**config.mk**
```make
export PLATFORM = sky130hd
export DESIGN_NAME = edid_i2c_regs
export DESIGN_NICKNAME = d
export VERILOG_FILES = /design/src/rtl/edid_pkg.sv /design/src/rtl/edid_rom.sv /design/src/rtl/edid_fetch.sv /design/src/rtl/edid_phase_fsm.sv /design/src/rtl/edid_i2c_regs.sv
export SDC_FILE = /design/constraint.sdc
export NUM_CORES = 1
export LEC_CHECK = 0
export BUFFER_PORTS_ARGS = -buffer_cell sky130_fd_sc_hd__buf_4
export CORE_UTILIZATION = 25
export CTS_BUF_LIST = sky130_fd_sc_hd__clkbuf_16
export DETAILED_ROUTE_END_ITERATION = 10
export PLACE_DENSITY = 0.41
export SYNTH_ARGS = -nofsm -noshare
export SYNTH_HDL_FRONTEND = slang
export SYNTH_SLANG_ARGS = --single-unit
```
**constraint.sdc**
```tcl
create_clock -name clk -period 5.2 [get_ports clk]
set_clock_uncertainty 0.15 [all_clocks]
set_input_delay 0.78 -clock clk [delete_from_list [all_inputs] [get_ports clk]]
set_output_delay 0.78 -clock clk [all_outputs]
set_load 0.1 [all_outputs]
```
**src/rtl/edid_pkg.sv**
```systemverilog
package edid_pkg;

    typedef enum logic [1:0] {
        PH_IDLE = 2'd0,
        PH_DATA = 2'd1,
        PH_WAIT = 2'd2
    } phase_t;

    // register addresses
    localparam logic [1:0] RA_PIN  = 2'd0;
    localparam logic [1:0] RA_CMD  = 2'd1;
    localparam logic [1:0] RA_STAT = 2'd2;
    localparam logic [1:0] RA_DATA = 2'd3;

    // command bit positions
    localparam int CB_RD     = 0;
    localparam int CB_IDXEN  = 26;
    localparam int CB_SWRDY  = 30;
    localparam int CB_CLRINT = 31;

    // status bit positions
    localparam int SB_HWRDY = 0;
    localparam int SB_NAK   = 1;
    localparam int SB_ACT   = 2;
    localparam int SB_WAIT  = 3;
    localparam int SB_INUSE = 7;

    localparam logic [2:0] CY_NONE = 3'd0;
    localparam logic [2:0] CY_STOP = 3'd4;

    localparam logic [6:0] EDID_TARGET = 7'h50;

    // content of the identification ROM, computed
    function automatic logic [7:0] rom_byte(input logic [9:0] k);
        logic [31:0] t;
        t = 32'(k) * 32'd13 + 32'd5;
        if (k < 10'd8)
            return (k == 10'd0 || k == 10'd7) ? 8'h00 : 8'hFF;
        return t[7:0];
    endfunction

endpackage

```
**src/rtl/edid_rom.sv**
```systemverilog
module edid_rom
    import edid_pkg::*;
#(
    parameter int PTR_W = 9,
    parameter int LANES = 4
) (
    input  logic [PTR_W-1:0]      base,
    output logic [LANES-1:0][7:0] bytes
);
    for (genvar g = 0; g < LANES; g++) begin : g_lane
        logic [PTR_W:0] at;
        logic [9:0]     at10;
        assign at   = {1'b0, base} + (PTR_W+1)'(g);
        assign at10 = 10'(at);
        assign bytes[g] = rom_byte(at10);
    end
endmodule

```
**src/rtl/edid_fetch.sv**
```systemverilog
module edid_fetch #(
    parameter int DEPTH = 128,
    parameter int PTR_W = 9,
    parameter int LANES = 4
) (
    input  logic [PTR_W-1:0]   ptr,
    input  logic [PTR_W-1:0]   count,
    input  logic               enable,
    input  logic [LANES*8-1:0] old_word,
    output logic [LANES*8-1:0] new_word,
    output logic [PTR_W-1:0]   next_ptr,
    output logic               has_left,
    output logic               last
);
    localparam logic [PTR_W:0] DEPTH_V = (PTR_W+1)'(DEPTH);
    localparam logic [PTR_W:0] LANES_V = (PTR_W+1)'(LANES);

    logic [LANES-1:0][7:0] rom_bytes;
    logic [LANES-1:0]      lane_in;
    logic [LANES-1:0]      lane_ok;

    edid_rom #(.PTR_W(PTR_W), .LANES(LANES)) i_rom (
        .base  (ptr),
        .bytes (rom_bytes)
    );

    for (genvar g = 0; g < LANES; g++) begin : g_pack
        logic [PTR_W:0] at;
        assign at         = {1'b0, ptr} + (PTR_W+1)'(g);
        assign lane_in[g] = at < {1'b0, count};
        assign lane_ok[g] = enable && lane_in[g] && (at < DEPTH_V);
        assign new_word[g*8 +: 8] = !lane_in[g] ? old_word[g*8 +: 8] :
                                    lane_ok[g]  ? rom_bytes[g] : 8'h00;
    end

    always_comb begin
        next_ptr = ptr;
        for (int i = 0; i < LANES; i++)
            if (lane_ok[i])
                next_ptr = next_ptr + 1'b1;
    end

    assign has_left = {1'b0, count} > {1'b0, ptr};
    assign last     = {1'b0, count} <= ({1'b0, ptr} + LANES_V);
endmodule

```
**src/rtl/edid_phase_fsm.sv**
```systemverilog
module edid_phase_fsm
    import edid_pkg::*;
(
    input  logic   clk,
    input  logic   rst_n,
    input  logic   go_idle,
    input  logic   go_data,
    input  logic   go_wait,
    output phase_t phase,
    output logic   active,
    output logic   waiting
);
    phase_t state_q, state_d;

    always_ff @(posedge clk) begin
        if (!rst_n)
            state_q <= PH_IDLE;
        else
            state_q <= state_d;
    end

    always_comb begin
        state_d = state_q;
        unique case (state_q)
            PH_IDLE: begin
                if (go_wait)      state_d = PH_WAIT;   // pin select
                else if (go_data) state_d = PH_DATA;   // start
            end
            PH_DATA: begin
                if (go_idle)      state_d = PH_IDLE;   // stop or final with stop
                else if (go_wait) state_d = PH_WAIT;   // final without stop, pin select
            end
            PH_WAIT: begin
                if (go_idle)      state_d = PH_IDLE;   // stop or controller reset
                else if (go_data) state_d = PH_DATA;   // restart
            end
            default:              state_d = PH_IDLE;
        endcase
    end

    always_comb begin
        phase   = state_q;
        active  = (state_q == PH_DATA);
        waiting = (state_q == PH_WAIT);
    end
endmodule

```
**src/rtl/edid_i2c_regs.sv**
```systemverilog
module edid_i2c_regs
    import edid_pkg::*;
#(
    parameter int NPORTS = 4,
    parameter int DEPTH  = 128,
    parameter int CNT_W  = 9
) (
    input  logic              clk,
    input  logic              rst_n,
    input  logic              bus_sel,
    input  logic              bus_wr,
    input  logic [1:0]        bus_addr,
    input  logic [31:0]       bus_wdata,
    output logic [31:0]       bus_rdata,
    input  logic [NPORTS-1:0] mon_present,
    input  logic [NPORTS-1:0] port_is_dp
);
    localparam int PORT_W = (NPORTS > 1) ? $clog2(NPORTS) : 1;
    localparam int LANES  = 4;

    logic [2:0]       pinsel_q;
    logic [31:0]      cmd_q;
    logic [31:0]      data_q;
    logic [31:0]      rdata_q;
    logic             st_hwrdy, st_nak, st_inuse;
    logic             sess_on, sess_sel, sess_avail;
    logic [CNT_W-1:0] ptr_q, cnt_q;

    logic wr_pin, wr_cmd, wr_stat, rd_any;
    assign wr_pin  = bus_sel && bus_wr && (bus_addr == RA_PIN);
    assign wr_cmd  = bus_sel && bus_wr && (bus_addr == RA_CMD);
    assign wr_stat = bus_sel && bus_wr && (bus_addr == RA_STAT);
    assign rd_any  = bus_sel && !bus_wr;

    // pin select decode
    logic [2:0]        pin_val;
    logic              pin_ok, pin_good;
    logic [PORT_W-1:0] port_idx;
    assign pin_val  = bus_wdata[2:0];
    assign pin_ok   = (pin_val != 3'd0) && ({1'b0, pin_val} <= 4'(NPORTS));
    assign port_idx = PORT_W'(pin_val - 3'd1);
    assign pin_good = mon_present[port_idx] && !port_is_dp[port_idx];

    // command decode
    logic [2:0]       w_cyc, q_cyc;
    logic [6:0]       w_tgt;
    logic [7:0]       w_idx;
    logic [CNT_W-1:0] w_cnt;
    logic             clr_held, stop_eff, data_cyc, ctl_reset;
    assign w_cyc     = bus_wdata[27:25];
    assign q_cyc     = cmd_q[27:25];
    assign w_tgt     = bus_wdata[7:1];
    assign w_idx     = bus_wdata[15:8];
    assign w_cnt     = bus_wdata[16 +: CNT_W];
    assign clr_held  = cmd_q[CB_CLRINT];
    assign ctl_reset = wr_cmd && clr_held && !bus_wdata[CB_CLRINT];
    assign stop_eff  = wr_cmd && !clr_held && (w_cyc == CY_STOP) && (q_cyc != CY_NONE);
    assign data_cyc  = (w_cyc == 3'd1) || (w_cyc == 3'd3) ||
                       (w_cyc == 3'd5) || (w_cyc == 3'd7);

    // data fetch
    logic [31:0]      fetch_word;
    logic [CNT_W-1:0] fetch_ptr;
    logic             has_left, last;
    logic             rd_data_live, final_rd, stop_type;

    edid_fetch #(.DEPTH(DEPTH), .PTR_W(CNT_W), .LANES(LANES)) i_fetch (
        .ptr      (ptr_q),
        .count    (cnt_q),
        .enable   (sess_on && sess_sel && sess_avail),
        .old_word (data_q),
        .new_word (fetch_word),
        .next_ptr (fetch_ptr),
        .has_left (has_left),
        .last     (last)
    );

    assign rd_data_live = rd_any && (bus_addr == RA_DATA) && cmd_q[CB_RD] && has_left;
    assign final_rd     = rd_data_live && last;
    assign stop_type    = (q_cyc == 3'd5) || (q_cyc == 3'd7);

    // phase machine
    phase_t phase;
    logic   ph_active, ph_waiting;
    logic   go_idle, go_data, go_wait;
    assign go_idle = ctl_reset || stop_eff || (final_rd && stop_type);
    assign go_data = wr_cmd && !clr_held && data_cyc;
    assign go_wait = (wr_pin && pin_ok) || (final_rd && !stop_type);

    edid_phase_fsm i_phase (
        .clk     (clk),
        .rst_n   (rst_n),
        .go_idle (go_idle),
        .go_data (go_data),
        .go_wait (go_wait),
        .phase   (phase),
        .active  (ph_active),
        .waiting (ph_waiting)
    );

    logic [31:0] status_word;
    always_comb begin
        status_word           = '0;
        status_word[SB_HWRDY] = st_hwrdy;
        status_word[SB_NAK]   = st_nak;
        status_word[SB_ACT]   = ph_active;
        status_word[SB_WAIT]  = ph_waiting;
        status_word[SB_INUSE] = st_inuse;
    end

    always_ff @(posedge clk) begin
        if (!rst_n) begin
            pinsel_q   <= '0;
            cmd_q      <= '0;
            data_q     <= '0;
            rdata_q    <= '0;
            st_hwrdy   <= 1'b0;
            st_nak     <= 1'b0;
            st_inuse   <= 1'b0;
            sess_on    <= 1'b0;
            sess_sel   <= 1'b0;
            sess_avail <= 1'b0;
            ptr_q      <= '0;
            cnt_q      <= '0;
        end else begin
            if (wr_pin) begin
                pinsel_q   <= pin_val;
                sess_on    <= pin_ok;
                sess_sel   <= 1'b0;
                sess_avail <= pin_ok && pin_good;
                ptr_q      <= '0;
                cnt_q      <= '0;
                if (pin_ok) begin
                    st_hwrdy <= 1'b1;
                    st_nak   <= !pin_good;
                end
            end
            if (wr_cmd) begin
                if (clr_held) begin
                    if (!bus_wdata[CB_CLRINT]) begin
                        cmd_q[CB_CLRINT] <= 1'b0;
                        st_hwrdy         <= 1'b1;
                        st_nak           <= !sess_avail;
                        st_inuse         <= 1'b0;
                    end
                end else begin
                    if (bus_wdata[CB_CLRINT])
                        st_hwrdy <= 1'b1;
                    cnt_q <= w_cnt;
                    if (w_tgt == EDID_TARGET)
                        sess_sel <= 1'b1;
                    if (bus_wdata[CB_IDXEN])
                        ptr_q <= CNT_W'(w_idx);
                    if (stop_eff) begin
                        sess_on    <= 1'b0;
                        sess_sel   <= 1'b0;
                        sess_avail <= 1'b0;
                        ptr_q      <= '0;
                        cnt_q      <= '0;
                    end
                    cmd_q           <= bus_wdata;
                    cmd_q[CB_SWRDY] <= 1'b0;
                end
            end
            if (wr_stat && bus_wdata[SB_INUSE])
                st_inuse <= 1'b0;
            if (rd_any) begin
                unique case (bus_addr)
                    RA_PIN:  rdata_q <= {29'b0, pinsel_q};
                    RA_CMD:  rdata_q <= cmd_q;
                    RA_STAT: begin
                        rdata_q  <= status_word;
                        st_inuse <= 1'b1;
                    end
                    RA_DATA: begin
                        if (rd_data_live) begin
                            rdata_q <= fetch_word;
                            data_q  <= fetch_word;
                            ptr_q   <= fetch_ptr;
                            if (last) begin
                                sess_on    <= 1'b0;
                                sess_sel   <= 1'b0;
                                sess_avail <= 1'b0;
                                ptr_q      <= '0;
                                cnt_q      <= '0;
                            end
                        end else begin
                            rdata_q <= data_q;
                        end
                    end
                    default: rdata_q <= rdata_q;
                endcase
            end
        end
    end

    assign bus_rdata = rdata_q;
endmodule

```
==> impl_summary.log <==
INFO  metric run_status = complete, no violations
INFO  metric r2r-start = ptr_q[1]
INFO  metric cap_viol_max_count = 0
INFO  metric die_area = slightly below 40000 µm²
INFO  metric post_synth_main_area_contributors = dfxtp_1 26%, ha_1 15%, nand2_1 6.2%
INFO  metric final.period_utilization = between 90 and 100%
INFO  metric routed_wirelength = 33.77 mm
INFO  metric detail_route.vias_per_cell = around 4.8
INFO  metric ys_top_cells_by_count = 158 x nand2_1, 124 x dfxtp_1, 113 x ha_1
INFO  metric io_pins = a little under 80
INFO  metric worst_hold_slack = roughly 0.32 ns
INFO  metric h-tree-depth = 4
INFO  metric final_net_count = 1430
INFO  metric max-vdd-ir-drop = just over 0.2 mV
INFO  metric clk_pin_slew = ~0.060 ns
INFO  metric quantity_of_hold_fixing_buffers_added_after_cts = 0
INFO  metric ctsRootBufferMaster = clkbuf_16
INFO  metric numPlacedInstances = 1752
INFO  metric place_congestion = just under 0.9
INFO  metric drt-wirelength-per-cell = approximately 19 µm
INFO  metric clk_path_buf_depth = 2
INFO  metric cp_data_required_time = 5.35 ns
INFO  metric port_buffers = 76
INFO  metric detailedRoute.firstIterationViolations = ~520
INFO  metric dieWidth = roughly 200 µm
INFO  metric clkLatencyLatePin = 0.42 ns
INFO  metric post-route-min-period = ~4.9 ns
INFO  metric hold_path_startpoint = bus_rdata[20]
INFO  metric critical_path.startpoint_type = flip-flop
INFO  metric critPathCaptureType = flip-flop
INFO  metric clock_sink_count = between 100 and 150
INFO  metric postCtsResizedCells = 0
INFO  metric synth-async-reset-ratio = 0%
INFO  metric critPathLaunch = ptr_q[1]
INFO  metric ys_dominant_reg_cell = dfxtp_1
INFO  metric timing.slew.headroom = between 20% and 30%
INFO  metric route.vias.total = roughly 8500
INFO  metric num_antenna_cells = 0
INFO  metric cts_buffers = 17
INFO  metric grt_max_degree = between 100 and 150
INFO  metric critical_path_arrival = 5.09 ns
INFO  metric netlist_area = between 9000 and 10000 µm²
INFO  metric synth.lib_cells_used.distinct = 90
INFO  metric core = approximately 38000 µm²
INFO  metric layout.cell_area.non_filler = between 10000 and 15000 µm²
INFO  metric grt_pass1_vias = roughly 8600
INFO  metric antenna_found_initial = 0
INFO  metric n_fill_cell = approximately 4100
INFO  metric postSynthRegisterBits = around 120
INFO  metric max_freq = just over 200 MHz
INFO  metric synth-warning-count = 0
INFO  metric post_dp_cell_area = approximately 11000 µm²
INFO  metric die_height = between 150 and 200 µm
INFO  metric ys_seq_area_share = between 20% and 30%
INFO  metric post-dp-hpwl = between 20 and 30 mm
INFO  metric grt_remaining_overflow = 0
INFO  metric synth_top_cell_area_share = between 20% and 30%
INFO  metric regArea = 2482 µm²
INFO  metric synthCells = around 1100
INFO  metric cts_tree = built
INFO  metric multi_input_area = ~6700 µm²
INFO  metric timing.final.setup_violations = 0
INFO  metric syn_nets = 1316
INFO  metric grt_usage = around 18%
INFO  metric total_leakage_power = roughly 4.8 nW
INFO  metric drtPass1Iterations = 6
INFO  metric min-delay-path-class = reg2reg
INFO  metric detail-route-antenna-nets = 0
INFO  metric power_density = roughly 210 nW/µm²
INFO  metric starting_utilization_of_the_core_area = 25.48%
INFO  metric synth-edff-count = 0
INFO  metric synth_area_per_cell = 8.414 µm²
INFO  metric report.final.slew_viol_count = 0
INFO  metric grt_first_pass_wirelength = 52.36 mm
INFO  metric post-synth-top-count-cell = nand2_1
INFO  metric post-synth-top-area-cell = dfxtp_1
INFO  metric class_of_the_most_critical_setup_path = reg2reg
INFO  metric drive_gt1_share = between 10% and 20%
INFO  metric post_cts_setup_driven_buffer_insertion_count = 0
INFO  metric fin_total_pwr = 2.500 mW
INFO  metric instances_no_fill = about 1800
INFO  metric drc = 0
INFO  metric finalSetupTns = 0 ns
INFO  metric fp-row-count = between 70 and 80
INFO  metric syn_to_final_growth = 22.24%
INFO  metric hold_violations = 0
INFO  metric worst-path-max-fanout = 9
INFO  metric rsz_0062_raised_after_global_routing = false
INFO  metric tightest_slew = around 1.1 ns
==> cells by family after synthesis <==
family,Yosys count,synth area share [%]
AND/OR/NAND/NOR,393,20.41
flip-flops,124,25.74
XOR/XNOR,84,7.993
AO/OA/AOI/OAI,286,22.37
adder cells (fa/ha/maj),124,16.95
multiplexers,9,1.220
buffers and inverters,126,5.320
==> power breakdown <==
group          internal, mW  switching (mW)
Sequential            0.962         0.00949
Combinational         0.117           0.180
Clock                 0.791           0.441
==> cell usage in the layout, fill, tap and decap left out, types with 32 or more instances in the layout <==
master | synthesis | final
ha_1 | 113 | 113
dfxtp_1 | 124 | 124
a21boi_0 | 42 | 42
o21ai_0 | 48 | 48
buf_4 | 0 | 151
nand2_1 | 158 | 158
nor2b_1 | 41 | 41
nor2_1 | 56 | 55
inv_1 | 66 | 67
xnor2_1 | 65 | 65
a21oi_1 | 32 | 32
==> layout make-up <==
cell class	instances	area share (%)
tap	511	5.424
clock buffer	17	3.609
inverter	70	2.250
multi-input combinational	896	56.53
sequential	124	21.06
clock inverter	14	1.507
timing repair buffer	151	9.617
==> critical path, stage by stage, from the launching register on <==
cell	delay, ns
dfxtp_1	0.53
ha_1	0.33
nand2_1	0.27
xnor2_1	0.28
inv_1	0.19
ha_1	0.34
and4_1	0.17
o21ai_0	0.08
a32o_1	0.24
buf_4	0.14
and3_1	0.24
o221ai_1	0.19
o32a_1	0.40
and3_4	0.20
or3_4	0.41
a2111oi_4	0.37
xnor2_1	0.19
o22ai_1	0.10
==> sequential cells by signal (all words and copies together), names as in the netlist <==
signal         count
sess_on            1
pinsel_q           3
bus_rdata         32
sess_sel           1
i_phase.phase      2
data_q            32
st_inuse           1
st_hwrdy           1
cmd_q             31
sess_avail         1
ptr_q              9
st_nak             1
cnt_q              9
==> worst paths after layout <==
path	to	slack, ns	depth (start not counted)
worst max-delay path	ptr_q[7]	0.27	17
worst min-delay path	bus_rdata[20]	0.32	2
worst max register to register	ptr_q[7]	0.27	17
worst min register to register	bus_rdata[20]	0.32	2
==> per-stage QoR <==
| stage | worst slack (ns) | utilization [%] |
|---|---|---|
| 4_1_cts | 0.2789 | 31.15 |
| 2_1_floorplan | 0.5645 | - |
| 6_report | 0.2668 | 31.15 |
| 5_1_grt | 0.008020 | 31.15 |
| 3_3_place_gp | 0.3474 | 29.55 |
| 3_5_place_dp | 0.2961 | 29.55 |
==> routing by layer <==
layer	routed length (µm)	vias up	part of all wire, %	track usage, %
li1	-	4313	-	-
met1	16160	4035	48	23.81
met2	15590	167	46	29.24
met3	1221	34	3.6	2.492
met4	796	0	2.4	5.599
met5	0	-	0	0
No activity file was read; power rests on OpenSTA's default activity.
